===== config.mk =====
export PLATFORM = sky130hd
export DESIGN_NAME = evt_countdown_timer
export DESIGN_NICKNAME = d
export VERILOG_FILES = /design/src/rtl/tmr_pkg.sv /design/src/rtl/tmr_rst_sync.sv /design/src/rtl/tmr_down_counter.sv /design/src/rtl/tmr_irq_gate.sv /design/src/rtl/evt_countdown_timer.sv
export SDC_FILE = /design/constraint.sdc
export NUM_CORES = 1
export LEC_CHECK = 0
export ABC_AREA = 1
export BUFFER_PORTS_ARGS = -buffer_cell sky130_fd_sc_hd__buf_4
export CAP_MARGIN = 0
export CORE_ASPECT_RATIO = 1.1
export CORE_MARGIN = 2
export CORE_UTILIZATION = 56
export DETAILED_ROUTE_END_ITERATION = 7
export GPL_TIMING_DRIVEN = 0
export HOLD_SLACK_MARGIN = 0.1
export PLACE_DENSITY = 0.85
export SLEW_MARGIN = 20
export SYNTH_ARGS = -nofsm -noshare
export SYNTH_HDL_FRONTEND = slang
export SYNTH_SLANG_ARGS = --single-unit

===== constraint.sdc =====
create_clock -name clk_i -period 3 [get_ports clk_i]
set_clock_uncertainty 0.05 [all_clocks]
set_input_delay 0.3 -clock clk_i [delete_from_list [all_inputs] [get_ports clk_i]]
set_output_delay 0.3 -clock clk_i [all_outputs]
set_load 0.1 [all_outputs]

===== src/rtl/tmr_pkg.sv =====
package tmr_pkg;

  // Action the counter takes at the coming edge
  typedef enum logic [1:0] {
    ACT_IDLE = 2'd0,
    ACT_LOAD = 2'd1,
    ACT_DEC  = 2'd2,
    ACT_WRAP = 2'd3
  } cnt_act_e;

endpackage


===== src/rtl/tmr_rst_sync.sv =====
module tmr_rst_sync #(
  parameter int unsigned STAGES = 2
) (
  input  logic clk_i,
  input  logic rst_ni,
  output logic rst_sync_no
);

  logic [STAGES-1:0] sync_q;
  logic [STAGES-1:0] sync_d;

  always_comb begin
    sync_d = {sync_q[STAGES-2:0], 1'b1};
  end

  always_ff @(posedge clk_i or negedge rst_ni) begin
    if (!rst_ni) begin
      sync_q <= '0;
    end else begin
      sync_q <= sync_d;
    end
  end

  assign rst_sync_no = sync_q[STAGES-1];

endmodule


===== src/rtl/tmr_down_counter.sv =====
module tmr_down_counter
  import tmr_pkg::*;
#(
  parameter int unsigned CNT_W = 31
) (
  input  logic             clk_i,
  input  logic             rst_ni,
  input  logic             load_i,
  input  logic [CNT_W-1:0] load_val_i,
  output logic [CNT_W-1:0] cnt_o,
  output logic             flag_o,
  output cnt_act_e         act_o
);

  localparam logic [CNT_W-1:0] CNT_MAX  = {CNT_W{1'b1}};
  localparam logic [CNT_W-1:0] CNT_ZERO = '0;
  localparam logic [CNT_W-1:0] CNT_ONE  = {{(CNT_W-1){1'b0}}, 1'b1};

  logic [CNT_W-1:0] cnt_q, cnt_d;
  logic             flag_q, flag_d;
  logic             cnt_en;
  cnt_act_e         act;

  // Action select: a write always wins
  always_comb begin
    if (load_i) begin
      act = ACT_LOAD;
    end else if (cnt_q == CNT_ZERO) begin
      act = ACT_WRAP;
    end else begin
      act = ACT_DEC;
    end
  end

  // Next-state logic
  always_comb begin
    cnt_d  = cnt_q;
    flag_d = flag_q;
    cnt_en = 1'b1;
    unique case (act)
      ACT_LOAD: begin
        cnt_d  = load_val_i;
        flag_d = 1'b0;
      end
      ACT_WRAP: begin
        cnt_d  = CNT_MAX;
        flag_d = 1'b1;
      end
      ACT_DEC: begin
        cnt_d  = cnt_q - CNT_ONE;
      end
      default: begin
        cnt_en = 1'b0;
      end
    endcase
  end

  always_ff @(posedge clk_i or negedge rst_ni) begin
    if (!rst_ni) begin
      cnt_q  <= '0;
      flag_q <= 1'b0;
    end else if (cnt_en) begin
      cnt_q  <= cnt_d;
      flag_q <= flag_d;
    end
  end

  assign cnt_o  = cnt_q;
  assign flag_o = flag_q;
  assign act_o  = act;

endmodule


===== src/rtl/tmr_irq_gate.sv =====
module tmr_irq_gate (
  input  logic clk_i,
  input  logic rst_ni,
  input  logic flag_i,
  input  logic mask_set_i,
  input  logic mask_clr_i,
  output logic mask_o,
  output logic irq_o
);

  logic mask_q, mask_d, mask_en;
  logic irq_q, irq_d;

  always_comb begin
    mask_en = mask_set_i | mask_clr_i;
    mask_d  = mask_set_i;        // set wins over clear
    irq_d   = flag_i & ~mask_q;
  end

  always_ff @(posedge clk_i or negedge rst_ni) begin
    if (!rst_ni) begin
      mask_q <= 1'b1;
    end else if (mask_en) begin
      mask_q <= mask_d;
    end
  end

  always_ff @(posedge clk_i or negedge rst_ni) begin
    if (!rst_ni) begin
      irq_q <= 1'b0;
    end else begin
      irq_q <= irq_d;
    end
  end

  assign mask_o = mask_q;
  assign irq_o  = irq_q;

endmodule


===== src/rtl/evt_countdown_timer.sv =====
module evt_countdown_timer
  import tmr_pkg::*;
#(
  parameter int unsigned CNT_W       = 31,
  parameter int unsigned SYNC_STAGES = 2,
  localparam int unsigned REG_W      = CNT_W + 1
) (
  input  logic             clk_i,
  input  logic             rst_ni,
  input  logic             wr_en_i,
  input  logic [REG_W-1:0] wr_data_i,
  output logic [REG_W-1:0] rd_data_o,
  input  logic             mask_set_i,
  input  logic             mask_clr_i,
  output logic             irq_o
);

  logic             rst_sync_n;
  logic [CNT_W-1:0] cnt;
  logic             flag;
  logic             mask_q;
  cnt_act_e         cnt_act;

  tmr_rst_sync #(
    .STAGES (SYNC_STAGES)
  ) u_rst_sync (
    .clk_i       (clk_i),
    .rst_ni      (rst_ni),
    .rst_sync_no (rst_sync_n)
  );

  tmr_down_counter #(
    .CNT_W (CNT_W)
  ) u_counter (
    .clk_i      (clk_i),
    .rst_ni     (rst_sync_n),
    .load_i     (wr_en_i),
    .load_val_i (wr_data_i[CNT_W-1:0]),
    .cnt_o      (cnt),
    .flag_o     (flag),
    .act_o      (cnt_act)
  );

  tmr_irq_gate u_irq_gate (
    .clk_i      (clk_i),
    .rst_ni     (rst_sync_n),
    .flag_i     (flag),
    .mask_set_i (mask_set_i),
    .mask_clr_i (mask_clr_i),
    .mask_o     (mask_q),
    .irq_o      (irq_o)
  );

  assign rd_data_o = {flag, cnt};

endmodule


==> results of run 1 <==
==> placed cells by master (no fill, tap or decap), types with 2 or more instances in the layout <==
cell	Yosys	final
nand2_1	68	68
a21oi_4	10	10
a21oi_2	20	20
inv_1	25	25
nand2_2	2	2
xor2_1	12	12
nand3_1	4	4
nor2_1	81	81
buf_4	1	69
clkbuf_1	3	3
xnor2_1	3	3
ha_1	2	2
clkbuf_8	0	7
nor2_4	4	4
nor2_2	8	8
dlygate4sd3_1	0	2
nand3_2	2	2
dfrtp_1	35	34
o21ai_0	4	4
o21bai_1	7	7
nand4_1	7	7
==> registers in the layout, indices dropped and copies added (netlist names) <==
| name | flops |
|---|---|
| u_counter.cnt_o | 31 |
| u_counter.flag_o | 1 |
| u_irq_gate.irq_o | 1 |
| u_irq_gate.mask_o | 1 |
| u_rst_sync.sync_q | 2 |
==> area by class of cell <==
cell class	instances	area [um2]	area share
plain buffers	7	65.1	0.0208
clock buffers	7	96.3	0.0308
clock inverters	1	30.0	0.00961
inverters	25	93.8	0.0300
multi-input cells	238	1340	0.429
flip-flops and latches	36	903	0.289
well taps	52	65.1	0.0208
repair buffers	70	531	0.170
==> worst max-delay path by stage <==
stage / end / startpoint / slack, ps
after floorplan: u_counter.cnt_o[0] / u_counter.cnt_o[0] / 780
after global placement: u_counter.cnt_o[30] / u_counter.cnt_o[0] / 1300
after detailed placement: u_counter.cnt_o[30] / u_counter.cnt_o[0] / 1240
after CTS: u_counter.cnt_o[30] / u_counter.cnt_o[0] / 1210
after global routing: u_counter.cnt_o[30] / u_counter.cnt_o[0] / 980
final: u_counter.cnt_o[30] / u_counter.cnt_o[0] / 1220
==> worst max-delay path, stage by stage (launching register included) <==
cell     delay, ps
dfrtp_1        430
inv_1          120
ha_1           270
inv_1          100
nor2_2         230
nand2_1        140
o21ai_0        180
nand2_1         80
a21oi_2        110
==> through the flow <==
step | setup slack [ps] | power, mW | util | area, um2
6_report | 1220 | 1.66 | 0.771 | 3120
5_1_grt | 983 | 1.73 | 0.771 | 3120
4_1_cts | 1210 | 1.67 | 0.771 | 3120
3_5_place_dp | 1240 | 1.20 | 0.735 | 2980
3_3_place_gp | 1300 | 1.19 | 0.734 | 2980
2_1_floorplan | 785 | 1.05 | - | 2400
==> kinds of logic (layout without fill, tap and decap cells) <==
kind of cell    Yosys count  count (layout)  synth area share
compound gates           42              42             0.174
xor+xnor                 15              15            0.0547
fa+ha+maj                 2               2            0.0104
buf+inv                  32             110            0.0662
flops                    36              36             0.376
other cells               1               1           0.00156
simple gates            178             178             0.317
==> power by group <==
part	leakage (nW)	switching [mW]	total (mW)	internal [mW]
clock network	0.0645	0.181	0.475	0.293
logic	0.894	0.436	0.595	0.159
registers	0.406	0.0675	0.595	0.528
==> metal layers <==
layer / track usage / wire length (um) / share of wire / vias up
li1: - / - / - / 1113
met2: 0.489 / 3180 / 0.52 / 89
met3: 0.0664 / 364 / 0.059 / 20
met4: 0.136 / 214 / 0.035 / 0
met5: 0 / 0 / 0 / -
met1: 0.308 / 2380 / 0.39 / 1040
==> repair_timing <==
| action | CTS | global route |
|---|---|---|
| buffers inserted | 0 | 0 |
| hold buffers | 2 | 0 |
| hold endpoints to repair | 3 | 0 |
==> flow_summary.json, run 1 <==
{
  "post_cts_resized": 0,
  "post-route-min-period_ps": 1780,
  "outcome": "complete, no violations",
  "path_class": "flip-flop to flip-flop",
  "ant_nets": 0,
  "worst_slew_pin_slew_ps": 755,
  "end_kind": "flip-flop",
  "clk_latency_ps": 290,
  "place_hpwl_um": 4670,
  "num-fill-cells": 323,
  "path_clk_slew_ps": 70,
  "instances_no_fill": 436,
  "cp.required_ps": 3180,
  "holdWs_ps": 148,
  "antenna_found_initial": 0,
  "async_flop_share": 1.00,
  "min_from": "mask_set_i",
  "syn_area_per_cell_um2": 7.85,
  "synth_edf_count": 0,
  "fmax_mhz": 562,
  "hold_viol_final": 0,
  "ys_seq_area_frac": 0.376,
  "critPathMaxFanout": 5,
  "grt_pass1_vias": 2237,
  "cts.sinks": 36,
  "diodes": 0,
  "track_usage": 0.277,
  "yosysMostFrequentCell": "nor2_1",
  "synth_nets": 345,
  "regToRegEndpoint": "u_counter.cnt_o[30]",
  "ir_drop_mv": 0.408,
  "finalCritPeriodShare": 0.594,
  "r2r_start": "u_counter.cnt_o[0]",
  "num_io_pins": 70,
  "dp_cells": 426,
  "yosys.area.top_type": "dfrtp_1",
  "p_per_area_nw_per_um2": 533,
  "layout-area-overhead-vs-synth_pct": 30.1,
  "arrival_ps": 1960,
  "static-leakage-power_nw": 1.36,
  "root_buffer": "clkbuf_8",
  "drt-total-wl_um": 6140,
  "synth.top_cell.area_share": 0.365,
  "rows": 24,
  "grt_overflow": 0,
  "dieArea_um2": 4830,
  "io_buffers": 68,
  "rsz0062_at_grt": "no",
  "synth_area_leaders": "dfrtp_1, nor2_1, nand2_1, a21oi_2, a21oi_4",
  "ys.flop_type": "dfrtp_1",
  "whs_path_depth": 2,
  "dr.pass1.iters": 4,
  "die_w_um": 66.4,
  "drv_slew": 0,
  "core_um2": 4050,
  "drcViolationCount": 0,
  "routabilityCongestion": 0.923,
  "grt_max_degree": 35,
  "syn_inst": 306,
  "wl_per_cell_um": 14.1,
  "setup_viol": 0,
  "maxSlewHeadroom": 0.497,
  "drive_gt1_frac": 0.336,
  "rrSetupSlack_ps": 1220,
  "grt_pass1_wl_um": 9780,
  "ys_ff_latch": 36,
  "final_nets": 422,
  "cts-buffers-inserted": 5,
  "vias_per_cell": 5.19,
  "htreeDepth": 2,
  "start_util": 0.592,
  "hold_class": "input pin to flip-flop",
  "timing.critical_path.from_type": "flip-flop",
  "finalSetupTns_ps": 0,
  "ys_warn_count": 0,
  "netlist_top_cells_count": "nor2_1, nand2_1, dfrtp_1, inv_1, a21oi_2",
  "clockBufferDepth": 2,
  "ys_types": 27,
  "drtIter0Drc": 107,
  "syn-cell-area_um2": 2400,
  "hold_path_end": "u_irq_gate.mask_o",
  "vias": 2262,
  "cts_tree": "built",
  "maxCapViolations": 0,
  "r2r_cells": 8,
  "die_height_um": 72.7
}
(Power assumes the default switching activity.)
==> run 2, diff against run 1 <==
--- a/config.mk
+++ b/config.mk
@@ -10,11 +10,11 @@
 export CAP_MARGIN = 0
 export CORE_ASPECT_RATIO = 1.1
 export CORE_MARGIN = 2
-export CORE_UTILIZATION = 56
+export CORE_UTILIZATION = 52
 export DETAILED_ROUTE_END_ITERATION = 7
 export GPL_TIMING_DRIVEN = 0
 export HOLD_SLACK_MARGIN = 0.1
-export PLACE_DENSITY = 0.85
+export PLACE_DENSITY = 0.8
 export SLEW_MARGIN = 20
 export SYNTH_ARGS = -nofsm -noshare
 export SYNTH_HDL_FRONTEND = slang
==> constraint.sdc (replaced) <==
create_clock -name clk_i -period 1.9 [get_ports clk_i]
set_clock_uncertainty 0.05 [all_clocks]
set_input_delay 0.19 -clock clk_i [delete_from_list [all_inputs] [get_ports clk_i]]
set_output_delay 0.19 -clock clk_i [all_outputs]
set_load 0.1 [all_outputs]
==> run 2 against run 1 <==
  * Sequential power is 60% higher
  * Clock power rose by 21%
  * Die area rose by 7.3%
  * Setup slack lost 1000 ps
  * Critical path depth fell by 1
  * Sequential share of layout area is 0.52 points lower
  * Non-clock buffer count rose by 18
  * Hold slack got worse by 49 ps
  * Design area is 5.9% higher
  * Wire length grew 1.2%
  * Fmax up 3.0%
  * Critical path type unchanged
  * Critical endpoint is now u_counter.cnt_o[16]
==> flow_summary.json, run 2 (synthesized netlist as in run 1, its figures left out) <==
{
  "outcome": "complete, no violations",
  "start_util": 0.548,
  "clk_latency_ps": 290,
  "cp.buffers_inverters": 1,
  "r2r_start": "u_counter.cnt_o[0]",
  "final_common_cell": "nor2_1",
  "crit_slowest_cell": "dfrtp_2",
  "layout-area-overhead-vs-synth_pct": 37.8,
  "dr.pass1.iters": 4,
  "path_clk_slew_ps": 80,
  "path_class": "flip-flop to flip-flop",
  "highest_layer": "met4",
  "static-leakage-power_nw": 1.39,
  "cp.required_ps": 2030,
  "drtIter0Drc": 142,
  "mostFrequentLayoutCells": "nor2_1, buf_4, nand2_1",
  "maxCapViolations": 0,
  "pre_cts_slack_ps": 117,
  "largest_reg_flops": 31,
  "fmax_mhz": 578,
  "cts_setup_buffers": 0,
  "num_io_pins": 70,
  "r2r_cells": 7,
  "grt_overflow": 0,
  "wl_met2_um": 3220,
  "place_hpwl_um": 4710,
  "track_usage": 0.262,
  "hold_viol_final": 0,
  "dieArea_um2": 5180,
  "vias_per_cell": 5.04,
  "rrSetupSlack_ps": 170,
  "die_height_um": 75.3,
  "final_nets": 440,
  "io_buffers": 68,
  "cts.sinks": 36,
  "rows": 25,
  "hold_class": "input pin to flip-flop",
  "finalSetupTns_ps": 0,
  "ant_nets": 0,
  "min_from": "wr_data_i[27]",
  "met3_length_um": 395,
  "path_cells": "inv_1, ha_2, nand2_1, nor2_2, nand2_1, xor2_1, a21oi_2",
  "worst_slew_pin_slew_ps": 750,
  "clockBufferDepth": 2,
  "drv_slew": 0,
  "end_kind": "flip-flop",
  "antenna_found_initial": 0,
  "setup_viol": 0,
  "timing.critical_path.from_type": "flip-flop",
  "final.setup.worst_slack_ps": 170,
  "post-route-util": 0.756,
  "vias": 2299,
  "post-route-min-period_ps": 1730,
  "power_mw": 2.50,
  "diodes": 0,
  "grt_max_degree": 35,
  "cpPeakStageDelay_ps": 430,
  "cts_tree": "built",
  "grt_pass1_vias": 2202,
  "drt-total-wl_um": 6220,
  "p_per_area_nw_per_um2": 755,
  "wirelength_met1_um": 2460,
  "drcViolationCount": 0,
  "wl_per_cell_um": 13.6,
  "maxSlewHeadroom": 0.500,
  "finalCritPeriodShare": 0.910,
  "critPathTopFamily": "simple AND/OR/NAND/NOR gates",
  "arrival_ps": 1860,
  "root_buffer": "clkbuf_8",
  "htreeDepth": 2,
  "core_um2": 4380,
  "routabilityCongestion": 0.893,
  "critPathMaxFanout": 5,
  "whs_path_depth": 3,
  "regToRegEndpoint": "u_counter.cnt_o[16]",
  "hold_path_end": "u_counter.cnt_o[27]",
  "grt_pass1_wl_um": 9990,
  "drive_gt1_frac": 0.391,
  "rsz0062_at_grt": "no",
  "die_w_um": 68.8,
  "cts-buffers-inserted": 5,
  "cpMostUsedCell": "nand2_1",
  "num-fill-cells": 363,
  "ir_drop_mv": 0.534
}
-- run 2: cell types whose count changed in the layout (fill, tap and decap cells not counted), moves of 2 or more --
cell,change
clkbuf_1,+2
dfrtp_1,-29
dfrtp_2,+29
dlygate4sd3_1,+18
-- run 2: final cells by class --
| cell class | count | area [um2] | share of cell area |
|---|---|---|---|
| Inverter | 25 | 93.8 | 0.0284 |
| Timing Repair Buffer | 88 | 711 | 0.215 |
| Multi-Input combinational cell | 238 | 1340 | 0.406 |
| Sequential cell | 36 | 940 | 0.284 |
| Tap cell | 54 | 67.6 | 0.0204 |
| Clock buffer | 8 | 90.1 | 0.0272 |
| Buffer | 7 | 65.1 | 0.0197 |
-- run 2: timing repair --
action | 4_1_cts | 5_1_grt
hold endpoints to repair | 20 | 0
gates resized for setup | 0 | 1
hold buffers | 20 | 0
setup endpoints to repair | 0 | 5
-- run 2: worst max-delay path by stage --
stage	start	end	slack, ps	cells after the start
detailed placement	u_counter.cnt_o[0]	u_counter.cnt_o[16]	120	7
floorplan	u_counter.cnt_o[0]	u_counter.cnt_o[0]	30	9
finish	u_counter.cnt_o[0]	u_counter.cnt_o[16]	170	7
global route	u_counter.cnt_o[0]	u_counter.cnt_o[16]	40	7
global placement	u_counter.cnt_o[0]	u_counter.cnt_o[16]	170	7
CTS	u_counter.cnt_o[0]	u_counter.cnt_o[16]	110	7
-- run 2: worst register-to-register path: cells and delay by family, from the launching register on --
kind,cells,cell delay [ps]
and+or+nand+nor,3,500
DFF,1,430
adders and majority gates,1,250
xor gates and xnor gates,1,200
buffers and inverters,1,110
AOI/OAI and AO/OA,1,80
-- run 2: per-stage QoR --
| step | cells | instance area [um2] | hold WS [ps] |
|---|---|---|---|
| 5_1_grt | 456 | 3310 | 104 |
| 2_1_floorplan | 306 | 2440 | -156 |
| 3_3_place_gp | 428 | 3020 | -77.6 |
| 4_1_cts | 456 | 3310 | 101 |
| 3_5_place_dp | 428 | 3020 | -76.7 |
| 6_report | 456 | 3310 | 98.6 |
-- run 2: where the power goes --
group	switching (mW)	internal, mW
registers	0.106	0.846
logic	0.695	0.278
clock network	0.280	0.296
-- run 2: per-layer routing --
layer	vias to the layer above	track usage
li1	1151	-
met2	75	0.468
met1	1059	0.313
met3	14	0.0359
met5	-	0
met4	0	0.111
==> run 3, diff against run 2 <==
--- a/config.mk
+++ b/config.mk
@@ -14,7 +14,7 @@
 export DETAILED_ROUTE_END_ITERATION = 7
 export GPL_TIMING_DRIVEN = 0
 export HOLD_SLACK_MARGIN = 0.1
-export PLACE_DENSITY = 0.8
+export PLACE_DENSITY = 0.92
 export SLEW_MARGIN = 20
 export SYNTH_ARGS = -nofsm -noshare
 export SYNTH_HDL_FRONTEND = slang
==> run 3 against run 2 <==
  * First-iteration DRC count rose by 8.5%
  * Fmax is 0.92% lower
  * Core utilization grew 1.5 points
  * Combinational power increased by 2%
  * Power grew 2.2%
  * Global-route usage up 2.3 points
  * Highest routed layer unchanged
==> flow_summary.json, run 3 (synthesized netlist as in run 1, its figures left out) <==
{
  "seqPwrFrac": 0.374,
  "root_buffer": "clkbuf_8",
  "cpMostUsedCell": "nand2_1",
  "p_switching_mw": 1.09,
  "clk_latency_ps": 290,
  "whs_path_depth": 3,
  "cp.required_ps": 2070,
  "finalCritPeriodShare": 0.919,
  "path_class": "flip-flop to flip-flop",
  "path_clk_slew_ps": 70,
  "drcViolationCount": 0,
  "fmax_mhz": 573,
  "worst_slew_pin_slew_ps": 771,
  "end_kind": "flip-flop",
  "p_per_area_nw_per_um2": 757,
  "post-route-util": 0.771,
  "hold_viol_final": 0,
  "timing.critical_path.from_type": "flip-flop",
  "die_height_um": 75.3,
  "rows": 25,
  "arrival_ps": 1920,
  "cts_setup_buffers": 0,
  "switching_share": 0.428,
  "pwr-share-clk": 0.240,
  "wl_per_cell_um": 14.5,
  "ir_drop_mv": 0.553,
  "finalSetupTns_ps": 0,
  "power_mw": 2.55,
  "die_w_um": 68.8,
  "cpPeakStageDelay_ps": 440,
  "clockBufferDepth": 2,
  "cts.sinks": 36,
  "antenna_found_initial": 0,
  "grt_pass1_vias": 2447,
  "grt_max_degree": 35,
  "track_usage": 0.286,
  "outcome": "complete, no violations",
  "cts-buffers-inserted": 5,
  "r2r_cells": 8,
  "internal-power_mw": 1.46,
  "hold_class": "input pin to flip-flop",
  "diodes": 0,
  "dr.pass1.iters": 5,
  "path_cells": "inv_1, ha_2, nand2_1, nor2_2, nand3_1, nand2_1, nand2_1, a21oi_4",
  "mostFrequentLayoutCells": "nor2_1, buf_4, nand2_1",
  "drv_slew": 0,
  "layout-area-overhead-vs-synth_pct": 40.5,
  "drive_gt1_frac": 0.388,
  "p_comb_frac": 0.387,
  "final_common_cell": "nor2_1",
  "post-route-min-period_ps": 1750,
  "core_um2": 4380,
  "vias": 2390,
  "drt-total-wl_um": 6680,
  "min_from": "wr_data_i[24]",
  "setup_viol": 0,
  "dieArea_um2": 5180,
  "num_io_pins": 70,
  "critPathMaxFanout": 5,
  "routabilityCongestion": 0.916,
  "grt_overflow": 0,
  "rrSetupSlack_ps": 150,
  "regToRegEndpoint": "u_counter.cnt_o[24]",
  "crit_slowest_cell": "dfrtp_2",
  "ant_nets": 0,
  "start_util": 0.548,
  "io_buffers": 68,
  "vias_per_cell": 5.18,
  "r2r_start": "u_counter.cnt_o[0]",
  "static-leakage-power_nw": 1.42,
  "instances_no_fill": 461,
  "grt_pass1_wl_um": 10900,
  "placed_area_um2": 3020,
  "dp_cells": 428,
  "rsz0062_at_grt": "no",
  "maxCapViolations": 0,
  "maxSlewHeadroom": 0.486,
  "final_nets": 445,
  "place_hpwl_um": 4720,
  "cts_tree": "built",
  "stdcell_area_um2": 3370,
  "hold_path_end": "u_counter.cnt_o[24]",
  "drtIter0Drc": 154,
  "largest_reg_flops": 31,
  "num-fill-cells": 317,
  "htreeDepth": 2
}
-- run 3: cell count changes in the layout (fill, tap and decap cells not counted) --
cell	change
nor2_4	+1
clkbuf_1	-1
clkbuf_8	+1
nor2_2	-1
dlygate4sd3_1	+5
-- run 3: power by group through the flow --
stage               Clock [mW]  Combinational (mW)  Sequential (mW)
floorplan                    0               0.261             1.41
global placement             0               0.926            0.963
detailed placement           0               0.939            0.967
global route             0.647                1.04            0.967
finish                   0.612               0.988            0.954
CTS                      0.623               0.984            0.953
-- run 3: cell type report --
class                   count  area, um2  area share
multi-input cells         238       1350       0.399
flip-flops and latches     36        940       0.278
repair buffers             93        761       0.225
clock buffers               8        100      0.0297
inverters                  25       93.8      0.0278
well taps                  54       67.6      0.0200
plain buffers               7       65.1      0.0193
-- run 3: worst max path at each step --
stage,from,endpoint
finish,u_counter.cnt_o[0],u_counter.cnt_o[24]
global route,u_counter.cnt_o[0],u_counter.cnt_o[24]
CTS,u_counter.cnt_o[0],u_counter.cnt_o[24]
detailed placement,u_counter.cnt_o[0],u_counter.cnt_o[24]
global placement,u_counter.cnt_o[0],u_counter.cnt_o[24]
floorplan,u_counter.cnt_o[0],u_counter.cnt_o[0]
-- run 3: critical path, delay by kind of cell (launching register included) --
family | cells | cell delay [ps]
compound gates | 1 | 140
fa+ha+maj | 1 | 250
simple gates | 5 | 680
flops | 1 | 440
buf+inv | 1 | 120
-- run 3: timing repair --
action,CTS,global route
endpoints found under the hold margin,25,0
resized for setup,0,2
setup endpoints to repair,0,5
hold buffers,25,0
-- run 3: stage by stage --
step / worst slack [ps] / hold WS [ps]
floorplan: 25.0 / -156
global placement: 182 / -77.0
detailed placement: 100 / -76.2
CTS: 83.8 / 103
global route: 20.7 / 103
finish: 154 / 108
-- run 3: per-layer routing --
layer	vias up	part of all wire	global-route usage
li1	1162	-	-
met1	1115	0.39	0.320
met2	95	0.53	0.525
met3	18	0.056	0.0583
met4	0	0.027	0.111
met5	-	0	0
